--- src/rtl/i2c_xfer_pkg.sv ---
package i2c_xfer_pkg;

    localparam int XFER_REG_W     = 32;
    localparam int XFER_BYTE_W    = 8;
    localparam int XFER_MAX_BYTES = 8;
    localparam int XFER_LEN_W     = $clog2(XFER_MAX_BYTES);
    localparam int XFER_ADDR_W    = 10;
    localparam int XFER_BUF_W     = XFER_MAX_BYTES * XFER_BYTE_W;

    // control word bit positions
    localparam int CB_WR    = 0;
    localparam int CB_RD    = 1;
    localparam int CB_ADDR  = 2;
    localparam int CB_TEN   = 12;
    localparam int CB_TXLEN = 13;
    localparam int CB_RXLEN = 16;
    localparam int CB_EN    = 19;
    localparam int CB_RS    = 20;
    localparam int CB_TOP   = 21;

    typedef enum logic [2:0] {
        OP_NONE      = 3'd0,
        OP_START     = 3'd1,
        OP_RESTART   = 3'd2,
        OP_WRITE     = 3'd3,
        OP_READ_ACK  = 3'd4,
        OP_READ_NACK = 3'd5,
        OP_STOP      = 3'd6
    } bus_op_e;

    typedef enum logic [3:0] {
        S_IDLE, S_START, S_RESTART, S_HDR, S_ADDR2,
        S_WDATA, S_MIDSTOP, S_RDATA, S_STOP
    } seq_state_e;

    typedef struct packed {
        logic                   rs;
        logic [XFER_LEN_W-1:0]  rx_last;
        logic [XFER_LEN_W-1:0]  tx_last;
        logic                   ten;
        logic [XFER_ADDR_W-1:0] addr;
        logic                   do_rd;
        logic                   do_wr;
    } xfer_cfg_t;

    function automatic xfer_cfg_t cfg_decode(input logic [XFER_REG_W-1:0] w);
        xfer_cfg_t c;
        c.do_wr   = w[CB_WR];
        c.do_rd   = w[CB_RD];
        c.addr    = w[CB_ADDR +: XFER_ADDR_W];
        c.ten     = w[CB_TEN];
        c.tx_last = w[CB_TXLEN +: XFER_LEN_W];
        c.rx_last = w[CB_RXLEN +: XFER_LEN_W];
        c.rs      = w[CB_RS];
        return c;
    endfunction

    function automatic logic [XFER_BYTE_W-1:0] header_byte(input xfer_cfg_t c, input logic dir);
        if (c.ten)
            return {5'b11110, c.addr[9:8], dir};
        else
            return {c.addr[6:0], dir};
    endfunction

endpackage

--- src/rtl/i2c_xfer_regs.sv ---
module i2c_xfer_regs
    import i2c_xfer_pkg::*;
#(
    parameter int REG_W = XFER_REG_W
) (
    input  logic             clk,
    input  logic             rst,
    input  logic             ctl_we,
    input  logic [REG_W-1:0] ctl_wdata,
    input  logic             busy,
    input  logic             done,
    input  logic             fail,
    output logic             launch,
    output xfer_cfg_t        cfg_q,
    output logic             cause_q,
    output logic             err_q
);

    logic unused_hi_bits;
    assign unused_hi_bits = ^ctl_wdata[REG_W-1:CB_TOP];

    logic wr_zero;
    assign wr_zero = ctl_we && (ctl_wdata == '0);
    assign launch  = ctl_we && ctl_wdata[CB_EN] && (ctl_wdata[CB_WR] || ctl_wdata[CB_RD])
                     && !busy && !cause_q;

    always_ff @(posedge clk) begin
        if (rst) begin
            cfg_q   <= '0;
            cause_q <= 1'b0;
            err_q   <= 1'b0;
        end else begin
            if (launch)
                cfg_q <= cfg_decode(ctl_wdata);
            if (done) begin
                cause_q <= 1'b1;
                err_q   <= fail;
            end else if (wr_zero) begin
                cause_q <= 1'b0;
                err_q   <= 1'b0;
            end
        end
    end

    // settings frozen for the whole transaction
    a_r9_cfg_frozen: assert property (@(posedge clk) disable iff (rst)
        busy |=> $stable(cfg_q));

    // completion flag only rises as a busy transaction ends
    a_r7_cause_after_busy: assert property (@(posedge clk) disable iff (rst)
        $rose(cause_q) |-> $past(busy));

endmodule

--- src/rtl/i2c_xfer_bytebuf.sv ---
module i2c_xfer_bytebuf
    import i2c_xfer_pkg::*;
#(
    parameter int LANES  = XFER_MAX_BYTES,
    parameter int BYTE_W = XFER_BYTE_W,
    localparam int IDX_W = $clog2(LANES),
    localparam int BUF_W = LANES * BYTE_W
) (
    input  logic              clk,
    input  logic              rst,
    input  logic              launch,
    input  logic [BUF_W-1:0]  tx_in,
    input  logic [IDX_W-1:0]  idx,
    input  logic              rd_store,
    input  logic [BYTE_W-1:0] rd_byte,
    output logic [BYTE_W-1:0] tx_byte,
    output logic [BUF_W-1:0]  rx_all
);

    logic [BYTE_W-1:0] tx_lane [LANES];
    logic [BYTE_W-1:0] rx_lane [LANES];

    for (genvar g = 0; g < LANES; g++) begin : g_lane
        always_ff @(posedge clk) begin
            if (rst) begin
                tx_lane[g] <= '0;
                rx_lane[g] <= '0;
            end else if (launch) begin
                tx_lane[g] <= tx_in[g*BYTE_W +: BYTE_W];
                rx_lane[g] <= '0;
            end else if (rd_store && (idx == IDX_W'(g))) begin
                rx_lane[g] <= rd_byte;
            end
        end
        assign rx_all[g*BYTE_W +: BYTE_W] = rx_lane[g];
    end

    assign tx_byte = tx_lane[idx];

    // receive words start clean for every transaction
    a_r5_rx_cleared: assert property (@(posedge clk) disable iff (rst)
        launch |=> (rx_all == '0));

endmodule

--- src/rtl/i2c_xfer_seq.sv ---
module i2c_xfer_seq
    import i2c_xfer_pkg::*;
#(
    parameter int LEN_W  = XFER_LEN_W,
    parameter int BYTE_W = XFER_BYTE_W
) (
    input  logic              clk,
    input  logic              rst,
    input  logic              launch,
    input  xfer_cfg_t         cfg,
    input  logic [BYTE_W-1:0] tx_byte,
    input  logic              resp_valid,
    input  logic              resp_ack,
    output logic              cmd_valid,
    output logic [2:0]        cmd_op,
    output logic [BYTE_W-1:0] cmd_byte,
    output logic              busy,
    output logic              done,
    output logic              fail,
    output logic [LEN_W-1:0]  idx,
    output logic              rd_store
);

    seq_state_e st;
    logic       phase_rd;
    logic       failed_q;
    bus_op_e    op;

    always_comb begin
        op       = OP_NONE;
        cmd_byte = '0;
        case (st)
            S_START:   op = OP_START;
            S_RESTART: op = OP_RESTART;
            S_HDR: begin
                op       = OP_WRITE;
                cmd_byte = header_byte(cfg, phase_rd);
            end
            S_ADDR2: begin
                op       = OP_WRITE;
                cmd_byte = cfg.addr[7:0];
            end
            S_WDATA: begin
                op       = OP_WRITE;
                cmd_byte = tx_byte;
            end
            S_RDATA:   op = (idx == cfg.rx_last) ? OP_READ_NACK : OP_READ_ACK;
            S_MIDSTOP, S_STOP: op = OP_STOP;
            default:   op = OP_NONE;
        endcase
    end

    assign cmd_op    = op;
    assign cmd_valid = (st != S_IDLE);
    assign busy      = (st != S_IDLE);
    assign done      = (st == S_STOP) && resp_valid;
    assign fail      = failed_q;
    assign rd_store  = (st == S_RDATA) && resp_valid;

    always_ff @(posedge clk) begin
        if (rst) begin
            st       <= S_IDLE;
            phase_rd <= 1'b0;
            failed_q <= 1'b0;
            idx      <= '0;
        end else begin
            case (st)
                S_IDLE: if (launch) begin
                    st       <= S_START;
                    phase_rd <= 1'b0;
                    failed_q <= 1'b0;
                    idx      <= '0;
                end
                S_START: if (resp_valid) begin
                    st <= S_HDR;
                    if (!cfg.do_wr) phase_rd <= 1'b1;
                end
                S_RESTART: if (resp_valid) st <= S_HDR;
                S_HDR, S_ADDR2: if (resp_valid) begin
                    if (!resp_ack) begin
                        failed_q <= 1'b1;
                        st       <= S_STOP;
                    end else if (st == S_HDR && cfg.ten) begin
                        st <= S_ADDR2;
                    end else begin
                        idx <= '0;
                        st  <= phase_rd ? S_RDATA : S_WDATA;
                    end
                end
                S_WDATA: if (resp_valid) begin
                    if (!resp_ack) begin
                        failed_q <= 1'b1;
                        st       <= S_STOP;
                    end else if (idx == cfg.tx_last) begin
                        idx <= '0;
                        if (cfg.do_rd) begin
                            phase_rd <= 1'b1;
                            st       <= cfg.rs ? S_RESTART : S_MIDSTOP;
                        end else begin
                            st <= S_STOP;
                        end
                    end else begin
                        idx <= idx + 1'b1;
                    end
                end
                S_MIDSTOP: if (resp_valid) st <= S_START;
                S_RDATA: if (resp_valid) begin
                    if (idx == cfg.rx_last) st <= S_STOP;
                    else                    idx <= idx + 1'b1;
                end
                S_STOP: if (resp_valid) st <= S_IDLE;
                default: st <= S_IDLE;
            endcase
        end
    end

    // a pending command is held unchanged until completed
    a_r2_cmd_hold: assert property (@(posedge clk) disable iff (rst)
        (cmd_valid && !resp_valid) |=> (cmd_valid && $stable(cmd_op) && $stable(cmd_byte)));

    // a refused byte is followed directly by a stop
    a_r8_nack_stop: assert property (@(posedge clk) disable iff (rst)
        (resp_valid && !resp_ack && cmd_op == OP_WRITE) |=> (cmd_valid && cmd_op == OP_STOP));

    // completing the final stop releases the block
    a_r7_stop_ends: assert property (@(posedge clk) disable iff (rst)
        (resp_valid && st == S_STOP) |=> !busy);

endmodule

--- src/rtl/i2c_xfer_engine.sv ---
module i2c_xfer_engine
    import i2c_xfer_pkg::*;
#(
    parameter int REG_W  = XFER_REG_W,
    parameter int BYTE_W = XFER_BYTE_W
) (
    input  logic              clk,
    input  logic              rst,
    input  logic              ctl_we,
    input  logic [REG_W-1:0]  ctl_wdata,
    input  logic [REG_W-1:0]  tx_lo,
    input  logic [REG_W-1:0]  tx_hi,
    output logic [REG_W-1:0]  rx_lo,
    output logic [REG_W-1:0]  rx_hi,
    output logic              status_err,
    output logic              cause,
    output logic              busy,
    output logic              cmd_valid,
    output logic [2:0]        cmd_op,
    output logic [BYTE_W-1:0] cmd_byte,
    input  logic              resp_valid,
    input  logic              resp_ack,
    input  logic [BYTE_W-1:0] resp_byte
);

    localparam int BUF_W = 2 * REG_W;
    localparam int LANES = BUF_W / BYTE_W;
    localparam int IDX_W = $clog2(LANES);

    logic              launch;
    xfer_cfg_t         cfg_q;
    logic              done;
    logic              fail;
    logic [IDX_W-1:0]  idx;
    logic              rd_store;
    logic [BYTE_W-1:0] tx_byte;
    logic [BUF_W-1:0]  rx_all;

    i2c_xfer_regs #(.REG_W(REG_W)) u_regs (
        .clk(clk), .rst(rst), .ctl_we(ctl_we), .ctl_wdata(ctl_wdata),
        .busy(busy), .done(done), .fail(fail), .launch(launch),
        .cfg_q(cfg_q), .cause_q(cause), .err_q(status_err)
    );

    i2c_xfer_seq #(.LEN_W(IDX_W), .BYTE_W(BYTE_W)) u_seq (
        .clk(clk), .rst(rst), .launch(launch), .cfg(cfg_q), .tx_byte(tx_byte),
        .resp_valid(resp_valid), .resp_ack(resp_ack), .cmd_valid(cmd_valid),
        .cmd_op(cmd_op), .cmd_byte(cmd_byte), .busy(busy), .done(done),
        .fail(fail), .idx(idx), .rd_store(rd_store)
    );

    i2c_xfer_bytebuf #(.LANES(LANES), .BYTE_W(BYTE_W)) u_buf (
        .clk(clk), .rst(rst), .launch(launch), .tx_in({tx_hi, tx_lo}),
        .idx(idx), .rd_store(rd_store), .rd_byte(resp_byte),
        .tx_byte(tx_byte), .rx_all(rx_all)
    );

    assign rx_lo = rx_all[REG_W-1:0];
    assign rx_hi = rx_all[BUF_W-1:REG_W];

    // nothing reaches the bus while completion is unacknowledged
    a_r9_quiet_pending: assert property (@(posedge clk) disable iff (rst)
        cause |-> !cmd_valid);

endmodule

--- config.mk ---
export PLATFORM = sky130hd
export DESIGN_NAME = i2c_xfer_engine
export DESIGN_NICKNAME = d
export VERILOG_FILES = /design/src/rtl/i2c_xfer_pkg.sv /design/src/rtl/i2c_xfer_regs.sv /design/src/rtl/i2c_xfer_bytebuf.sv /design/src/rtl/i2c_xfer_seq.sv /design/src/rtl/i2c_xfer_engine.sv
export SDC_FILE = /design/constraint.sdc
export NUM_CORES = 1
export LEC_CHECK = 0
export BUFFER_PORTS_ARGS = -buffer_cell sky130_fd_sc_hd__buf_4
export CORE_MARGIN = 4
export CORE_UTILIZATION = 55
export CTS_BUF_LIST = sky130_fd_sc_hd__clkbuf_2 sky130_fd_sc_hd__clkbuf_4 sky130_fd_sc_hd__clkbuf_8
export DETAILED_ROUTE_END_ITERATION = 8
export PLACE_DENSITY = 0.88
export SYNTH_ARGS = -nofsm -noshare
export SYNTH_HDL_FRONTEND = slang
export SYNTH_HIERARCHICAL = 1
export SYNTH_SLANG_ARGS = --single-unit
--- constraint.sdc ---
create_clock -name clk -period 5.2 [get_ports clk]
set_input_delay 1.04 -clock clk [delete_from_list [all_inputs] [get_ports clk]]
set_output_delay 1.04 -clock clk [all_outputs]
set_load 0.1 [all_outputs]
# Yosys cells after proc, flatten, opt, wreduce, memory -nomap -nowiden
# Memory sizes are Yosys's and may differ from the RTL's. A register that Yosys moved wholly into a read port is not among the register bits.
# Cells that the tools add are included.
# op_classes
add_sub_neg	1
n_reduce_logical	35
eq_ne	36
mux	107
bitwise_logic	24
# op_table
op	count
$mux 8	25
$mux 4	13
$mux 1	50
$mux 3	12
$logic_not 32->1	1
$ne 2x2->1 const B	14
$pmux 4 s7	1
$or 1x1->1	24
$pmux 8 s3	1
$reduce_and 9->1	2
$eq 4x3->1 const B	4
$logic_and 1x1->1	16
$pmux 3 s5	1
$eq 3x3->1 const B	4
$pmux 3 s4	1
$eq 4x2->1 const B	2
$ne 2x1->1 const B	4
$reduce_and 8->1	1
$reduce_bool 4->1	2
$eq 3x2->1 const B	2
$eq 3x3->1	2
$reduce_or 2->1	3
$eq 4x1->1 const B	1
$eq 4x4->1 const B	1
14 further kinds	16
# word_totals
elab_cells	218
in_bits	109
ram_bits	128
reg_bits	31
mem_count	2
# memory_table
memory	words	width	rd	rd_ports_with_merged_regs	write_ports	line	source
u_buf.rx_lane	8	8	8	0	8	i2c_xfer_bytebuf.sv:21	logic [BYTE_W-1:0] rx_lane [LANES];
u_buf.tx_lane	8	8	1	1	8	i2c_xfer_bytebuf.sv:20	logic [BYTE_W-1:0] tx_lane [LANES];

# Depth between registers and ports, before layout
# Gate-level depths: netlist (run 1).
# depth
ltp_word	9
ltp_mapped	13

# Cells and area by module
# Netlist (run 1), hierarchy kept.
# modules_own_cells
mod	n_inst	cells_per_inst	seq_area_each_um2	area_per_inst_um2
i2c_xfer_bytebuf	1	325	3843.7	5350.1
i2c_xfer_seq	1	143	180.2	1078.5
i2c_xfer_regs	1	88	440.4	897.1

# Worst setup path before layout (run 1)
# OpenSTA, ideal clock, no wires.
# synth_path
path_kind	register to register
from	reg u_seq.st[0]
to	mem u_buf/rx_lane[0][0] in the netlist's numbering, enable pin
arrival_ps	5004
path_slack_ps	-118
n_path_buf	4
stages_incl_launch_ff	11
t_required_ps	4886
synth_period_minus_slack_ps	5318
cell_sequence	dfxtp_1 -> buf_6 -> nor3_1 -> nand2_1 -> or4_4 -> buf_6 -> buf_12 -> inv_2 -> or2_2 -> clkbuf_1 -> or2_2
# synth_rtl
element	line	source
start, declared	i2c_xfer_seq.sv:24	seq_state_e st;
start signal, assigned	i2c_xfer_seq.sv:87	st <= phase_rd ? S_RDATA : S_WDATA;
start signal, assigned	i2c_xfer_seq.sv:98	st <= cfg.rs ? S_RESTART : S_MIDSTOP;
end, declared	i2c_xfer_bytebuf.sv:21	

==> results of run 1 <==
-- layout make-up --
class	count	area, um^2
Sequential cell	159	4460
Fill cell	863	3600
Multi-Input combinational cell	354	2600
Timing Repair Buffer	193	1450
Clock buffer	21	277
Tap cell	172	215
Clock inverter	11	179
Inverter	9	33.8
-- per-stage QoR --
stage	instance area (um^2)	hold slack (ns)	setup WS (ns)	instances
after floorplan	7330	0.432	0.950	556
after CTS	9220	0.487	1.19	919
final	9220	0.495	1.21	919
after global routing	9220	0.529	0.986	919
after global placement	8770	0.458	1.70	887
after detailed placement	8770	0.470	1.58	887
-- cell usage after synthesis (9+ instances only) --
| cell type | count |
|---|---|
| nand2_1 | 18 |
| clkbuf_1 | 12 |
| nor2_1 | 31 |
| dfxtp_1 | 31 |
| mux2i_1 | 25 |
| or2_2 | 9 |
| buf_2 | 10 |
| a21oi_1 | 11 |
| edfxtp_1 | 128 |
| o21ai_0 | 9 |
| mux4_2 | 13 |
| and2_1 | 131 |
-- critical path, cell delays in order, from the launching register on --
cell and delay (ns):
dfxtp_1 0.91, buf_4 0.32, mux2_2 0.35, o22ai_1 0.16, nand2_1 0.08, o311a_1 0.19
a22oi_1 0.16, nand2_1 0.08, buf_4 0.23
-- cells by family after synthesis --
kind of cell,synth area share
AO/OA/AOI/OAI,0.0567
XOR/XNOR,0.00837
adder cells (fa/ha/maj),0.00171
buffers and inverters,0.0355
flip-flops,0.609
multiplexers,0.0941
AND/OR/NAND/NOR,0.194
-- sequential cells by signal, indices dropped and copies added, names as in the netlist --
name            count
u_regs/cause_q      1
u_buf/rx_lane      64
u_buf/tx_lane      64
u_seq/fail          1
u_seq/st            4
u_regs/err_q        1
u_seq/idx           3
u_regs/cfg_q       20
u_seq/phase_rd      1
-- power groups by stage --
stage | logic [uW] | clock network (uW) | registers [uW]
6_report | 863 | 1020 | 1580
5_1_grt | 903 | 1090 | 1590
4_1_cts | 864 | 1030 | 1580
3_5_place_dp | 861 | 0 | 1610
3_3_place_gp | 848 | 0 | 1600
2_1_floorplan | 396 | 0 | 1850
-- layout by cell type, fill, tap and decap left out, types with 2 or more instances in the layout --
master	count
inv_6	2
clkbuf_8	19
nor2b_1	5
buf_4	193
nand3_1	3
nand2b_1	4
o22ai_1	5
bufinv_16	4
clkinv_4	2
edfxtp_1	128
o21ai_0	9
o31ai_1	4
nor3b_1	5
nor3_1	2
a21o_1	2
dfxtp_1	31
xor2_1	6
a21oi_1	11
or3_1	2
nand3b_1	2
nor3_2	3
a31oi_1	5
nor2_2	4
mux4_2	13
mux2_4	2
a211oi_1	3
nand2_1	18
nor4_1	8
or2_2	9
and2_1	131
inv_1	8
clkbuf_4	2
mux2_2	8
a22oi_1	8
mux2i_1	25
nor2_1	31
-- metal layers --
metal | up-vias | global-route usage
met2 | 278 | 0.376
met4 | 0 | 0.0913
met5 | - | 0
li1 | 2365 | -
met3 | 37 | 0.0627
met1 | 2432 | 0.319
-- final timing paths --
path	from	endpoint	depth (start not counted)
min reg2reg	u_seq/fail$_SDFFE_PP0P_	u_regs/err_q$_SDFFE_PP0P_	2
min	u_seq/fail$_SDFFE_PP0P_	u_regs/err_q$_SDFFE_PP0P_	2
max	u_seq/idx[1]$_SDFFE_PP0P_	cmd_byte[3]	8
max reg2reg	u_seq/st[1]$_SDFFE_PP0P_	u_buf/tx_lane[3][7]$_SDFFCE_PN0P_	6
==> impl_metrics.ini, run 1 <==
[cts]
insertion_delay_ns = 0.45
cts.root.buffer_cell = clkbuf_8
numCtsBuffers = 17
cts_hold_buffers = 0
clk_pin_slew_worst_paths_ns = 0.09
cts.sinks = 159
cts_setup_buffers = 0
cts_tree = done
cts_buffer_depth = 2
post_cts_resized = 0
cts-htree-levels = 4

[route]
wl_mm = 17.4
routedWlPerCell_um = 19.0
met1_length_mm = 7.13
vias = 5112
viasPerCell = 5.56
drc_errors = 0
dr_wl_met2_mm = 8.57
dr_wl_met3_mm = 1.29
routed.top_layer = met4
antenna_left = 0
drt_iter0_markers = 668
dr.pass1.iters = 7

[sta]
worstMarginPinSlew_ns = 0.932
finalCritPeriodShare = 0.767
rsz0062_at_grt = false
finClkSkew_ns = 0.00994
relSlewSlack = 0.378
final_hold_viol_count = 0
max_freq_mhz = 251
drv_slew = 0
setup_viol = 0
min_period_ns = 3.99
tns_ns = 0

[power_and_ir_drop]
swShare = 0.335
p_clk_frac = 0.294
pwr-share-seq = 0.456
switching_power_uw = 1160
p_comb_frac = 0.249
power_density_nw_per_um2 = 376
p_leak_uw = 0.00394
power.total_uw = 3460
ir_drop_mv = 0.218
p_int_uw = 2300

[grt]
first_global_vias = 5154
overflow = 0
antenna_found_initial = 0
grtUsageTotal = 0.238
grt_max_degree = 65
grt_pass1_wl_mm = 27.1

[synth]
synth.top_cells.by_area = edfxtp_1 (52%), and2_1 (11%), dfxtp_1 (8.5%)
synth-edff-count = 128
netlist_area_um2 = 7330
synth.top_cell.area_share = 0.525
mappedNetlistNets = 666
synth_top_area_cell = edfxtp_1
synthArstFlopShare = 0
syn_avg_cell_area_um2 = 13.2
synth_seq_cells = 159
seq_area_frac_synth = 0.609
netlist-cell-type-count = 62
synth_flop_cell = edfxtp_1
ys_warn_count = 6
postSynthCellCount = 556

[outcome]
status = completed

[final_layout]
final_core_util = 0.719
n_antenna_cell = 0
syn2layout_area_growth_pct = 25.9
drive_gt1_frac = 0.363
nets = 844

[critical_path]
end_kind = output pin
cp.arrival_ns = 2.95
r2r_slack_ns = 1.72
worstPathRequired_ns = 4.16
critPathKind = reg -> out
startpoint_type = register
cp_max_fo = 17

[floorplanning]
coreArea_um2 = 12800
die-area_um2 = 15200
die_w_um = 123
ios = 188
start_util = 0.571
num_rows = 41
die_height_um = 123

[placed_design]
gp_congestion = 0.830
dpl.hpwl_mm = 12.6
io_buffers = 187

[run]
cap_violations = 0

[hold_path]
hp-class = reg -> reg
No activity file was read; power rests on OpenSTA's default activity.
==> run 2: changes to the inputs <==
clock period = 3.75 ns   (was 5.2 ns; I/O delays follow)
==> run 2 against run 1 <==
Against the previous run:
- final area increased by 0.47%
- utilization increased by 0.34 points
- count of clock-buffer cells in the layout decreased by 4
- non-clock buffer count increased by 7
- first-iteration DRC count decreased by 37%
- clock skew increased by 0.00070 ns
- worst setup slack got worse by 0.90 ns
- via count decreased by 1.9%
- sequential share of layout area decreased by 0.23 points
- sequential cell count unchanged
- combinational power increased by 44%
==> impl_metrics.ini, run 2 (synthesis results as in run 1) <==
[final_layout]
stdcell_area_um2 = 9270
drive_gt1_frac = 0.370
final_cell_mix = buf_4 (199), and2_1 (131), edfxtp_1 (128)
regArea_um2 = 4460
nets = 851
reg_top3 = u_buf/rx_lane: 64 flops, u_buf/tx_lane: 64 flops, u_regs/cfg_q: 20 flops
multiInputGateArea_um2 = 2610
final_cells = 926
layout_commonest_cell = buf_4
n_antenna_cell = 0
fillers = 858
syn2layout_area_growth_pct = 26.5

[route]
antenna_left = 0
viasPerCell = 5.42
vias = 5017
drt_iter0_markers = 418
dr.pass1.iters = 5
routedWlPerCell_um = 18.3
wl_mm = 16.9
drc_errors = 0

[floorplanning]
ios = 188
die_height_um = 123
die_w_um = 123
num_rows = 41
coreArea_um2 = 12800
die-area_um2 = 15200
start_util = 0.571

[sta]
setup_viol = 0
relSlewSlack = 0.579
drv_slew = 0
tns_ns = 0
max_freq_mhz = 291
worstMarginPinSlew_ns = 0.629
min_period_ns = 3.44
rsz0062_at_grt = false
hold_slack_ns = 0.496
layout_setup_ws_ns = 0.309
finClkSkew_ns = 0.0106
finalCritPeriodShare = 0.917
final_hold_viol_count = 0

[grt]
grt_pass1_wl_mm = 26.0
first_global_vias = 5091
grt_max_degree = 65
grtUsageTotal = 0.227
overflow = 0
antenna_found_initial = 0

[critical_path]
worstPathRequired_ns = 3.00
cp_max_fo = 10
crit_slowest_cell = dfxtp_1
slowest_delay_ns = 0.60
worstPathCellList = buf_4 -> mux4_1 -> mux2_4 -> a22oi_1 -> nand2_1 -> buf_4
crit_buf_inv = 2
startpoint_type = register
cp_common_cell = buf_4
cp.arrival_ns = 2.69
path_delay_family = multiplexers
critPathKind = reg -> out
end_kind = output pin

[placed_design]
placed_area_um2 = 8830
gp_congestion = 0.895
dpl.hpwl_mm = 12.8
dp_slack_ns = 0.691
io_buffers = 187
dp.cells = 894

[cts]
clk_pin_slew_worst_paths_ns = 0.09
cts.root.buffer_cell = clkbuf_8
post_cts_resized = 0
cts_setup_buffers = 0
cts.sinks = 159
cts-htree-levels = 4
insertion_delay_ns = 0.44
cts_tree = done
cts_hold_buffers = 0
numCtsBuffers = 17
cts_buffer_depth = 2

[hold_path]
hp-class = reg -> reg

[power_and_ir_drop]
ir_drop_mv = 0.317
power_density_nw_per_um2 = 511
p_leak_uw = 0.00396

[outcome]
status = completed

[run]
cap_violations = 0
-- run 2: through the flow --
stage,power (uW),util
6_report,4730,0.722
5_1_grt,4900,0.722
4_1_cts,4750,0.722
3_5_place_dp,3430,0.689
3_3_place_gp,3410,0.689
2_1_floorplan,3120,-
-- run 2: layer usage --
metal  global-route usage  vias up  share of wire
met4               0.0858        0          0.018
met5                    0        -              0
met1                0.302     2376           0.41
li1                     -     2374              -
met2                0.369      239           0.50
met3               0.0467       28          0.070
-- run 2: final cells by class --
| type | count | share of cell area |
|---|---|---|
| clock inverter | 15 | 0.0213 |
| clock buffer | 17 | 0.0253 |
| multi-input combinational | 354 | 0.281 |
| tap | 172 | 0.0232 |
| inverter | 9 | 0.00365 |
| sequential | 159 | 0.482 |
| timing repair buffer | 200 | 0.163 |
-- run 2: worst paths after layout --
kind	slack, ns	end	cells past startpoint	startpoint
setup / recovery	0.31	cmd_byte[4]	6	u_seq/idx[1]$_SDFFE_PP0P_
hold / removal	0.50	u_regs/err_q$_SDFFE_PP0P_	2	u_seq/fail$_SDFFE_PP0P_
setup reg to reg	0.80	u_buf/rx_lane[1][11]$_SDFFCE_PN0P_	8	u_seq/st[2]$_SDFFE_PP0P_
hold reg to reg	0.50	u_regs/err_q$_SDFFE_PP0P_	2	u_seq/fail$_SDFFE_PP0P_
-- run 2: power by group --
group,internal (uW),switching [uW]
Sequential,2080,68.6
Combinational,338,906
Clock,681,657
-- run 2: worst reg2reg max path, cell delays in order, from the launching register on --
cell     delay, ns
dfxtp_1       0.43
nor3_1        0.29
nand2_2       0.14
or4_4         0.75
inv_2         0.19
nor3b_1       0.08
nand2_1       0.22
nor2_1        0.18
or2_2         0.41
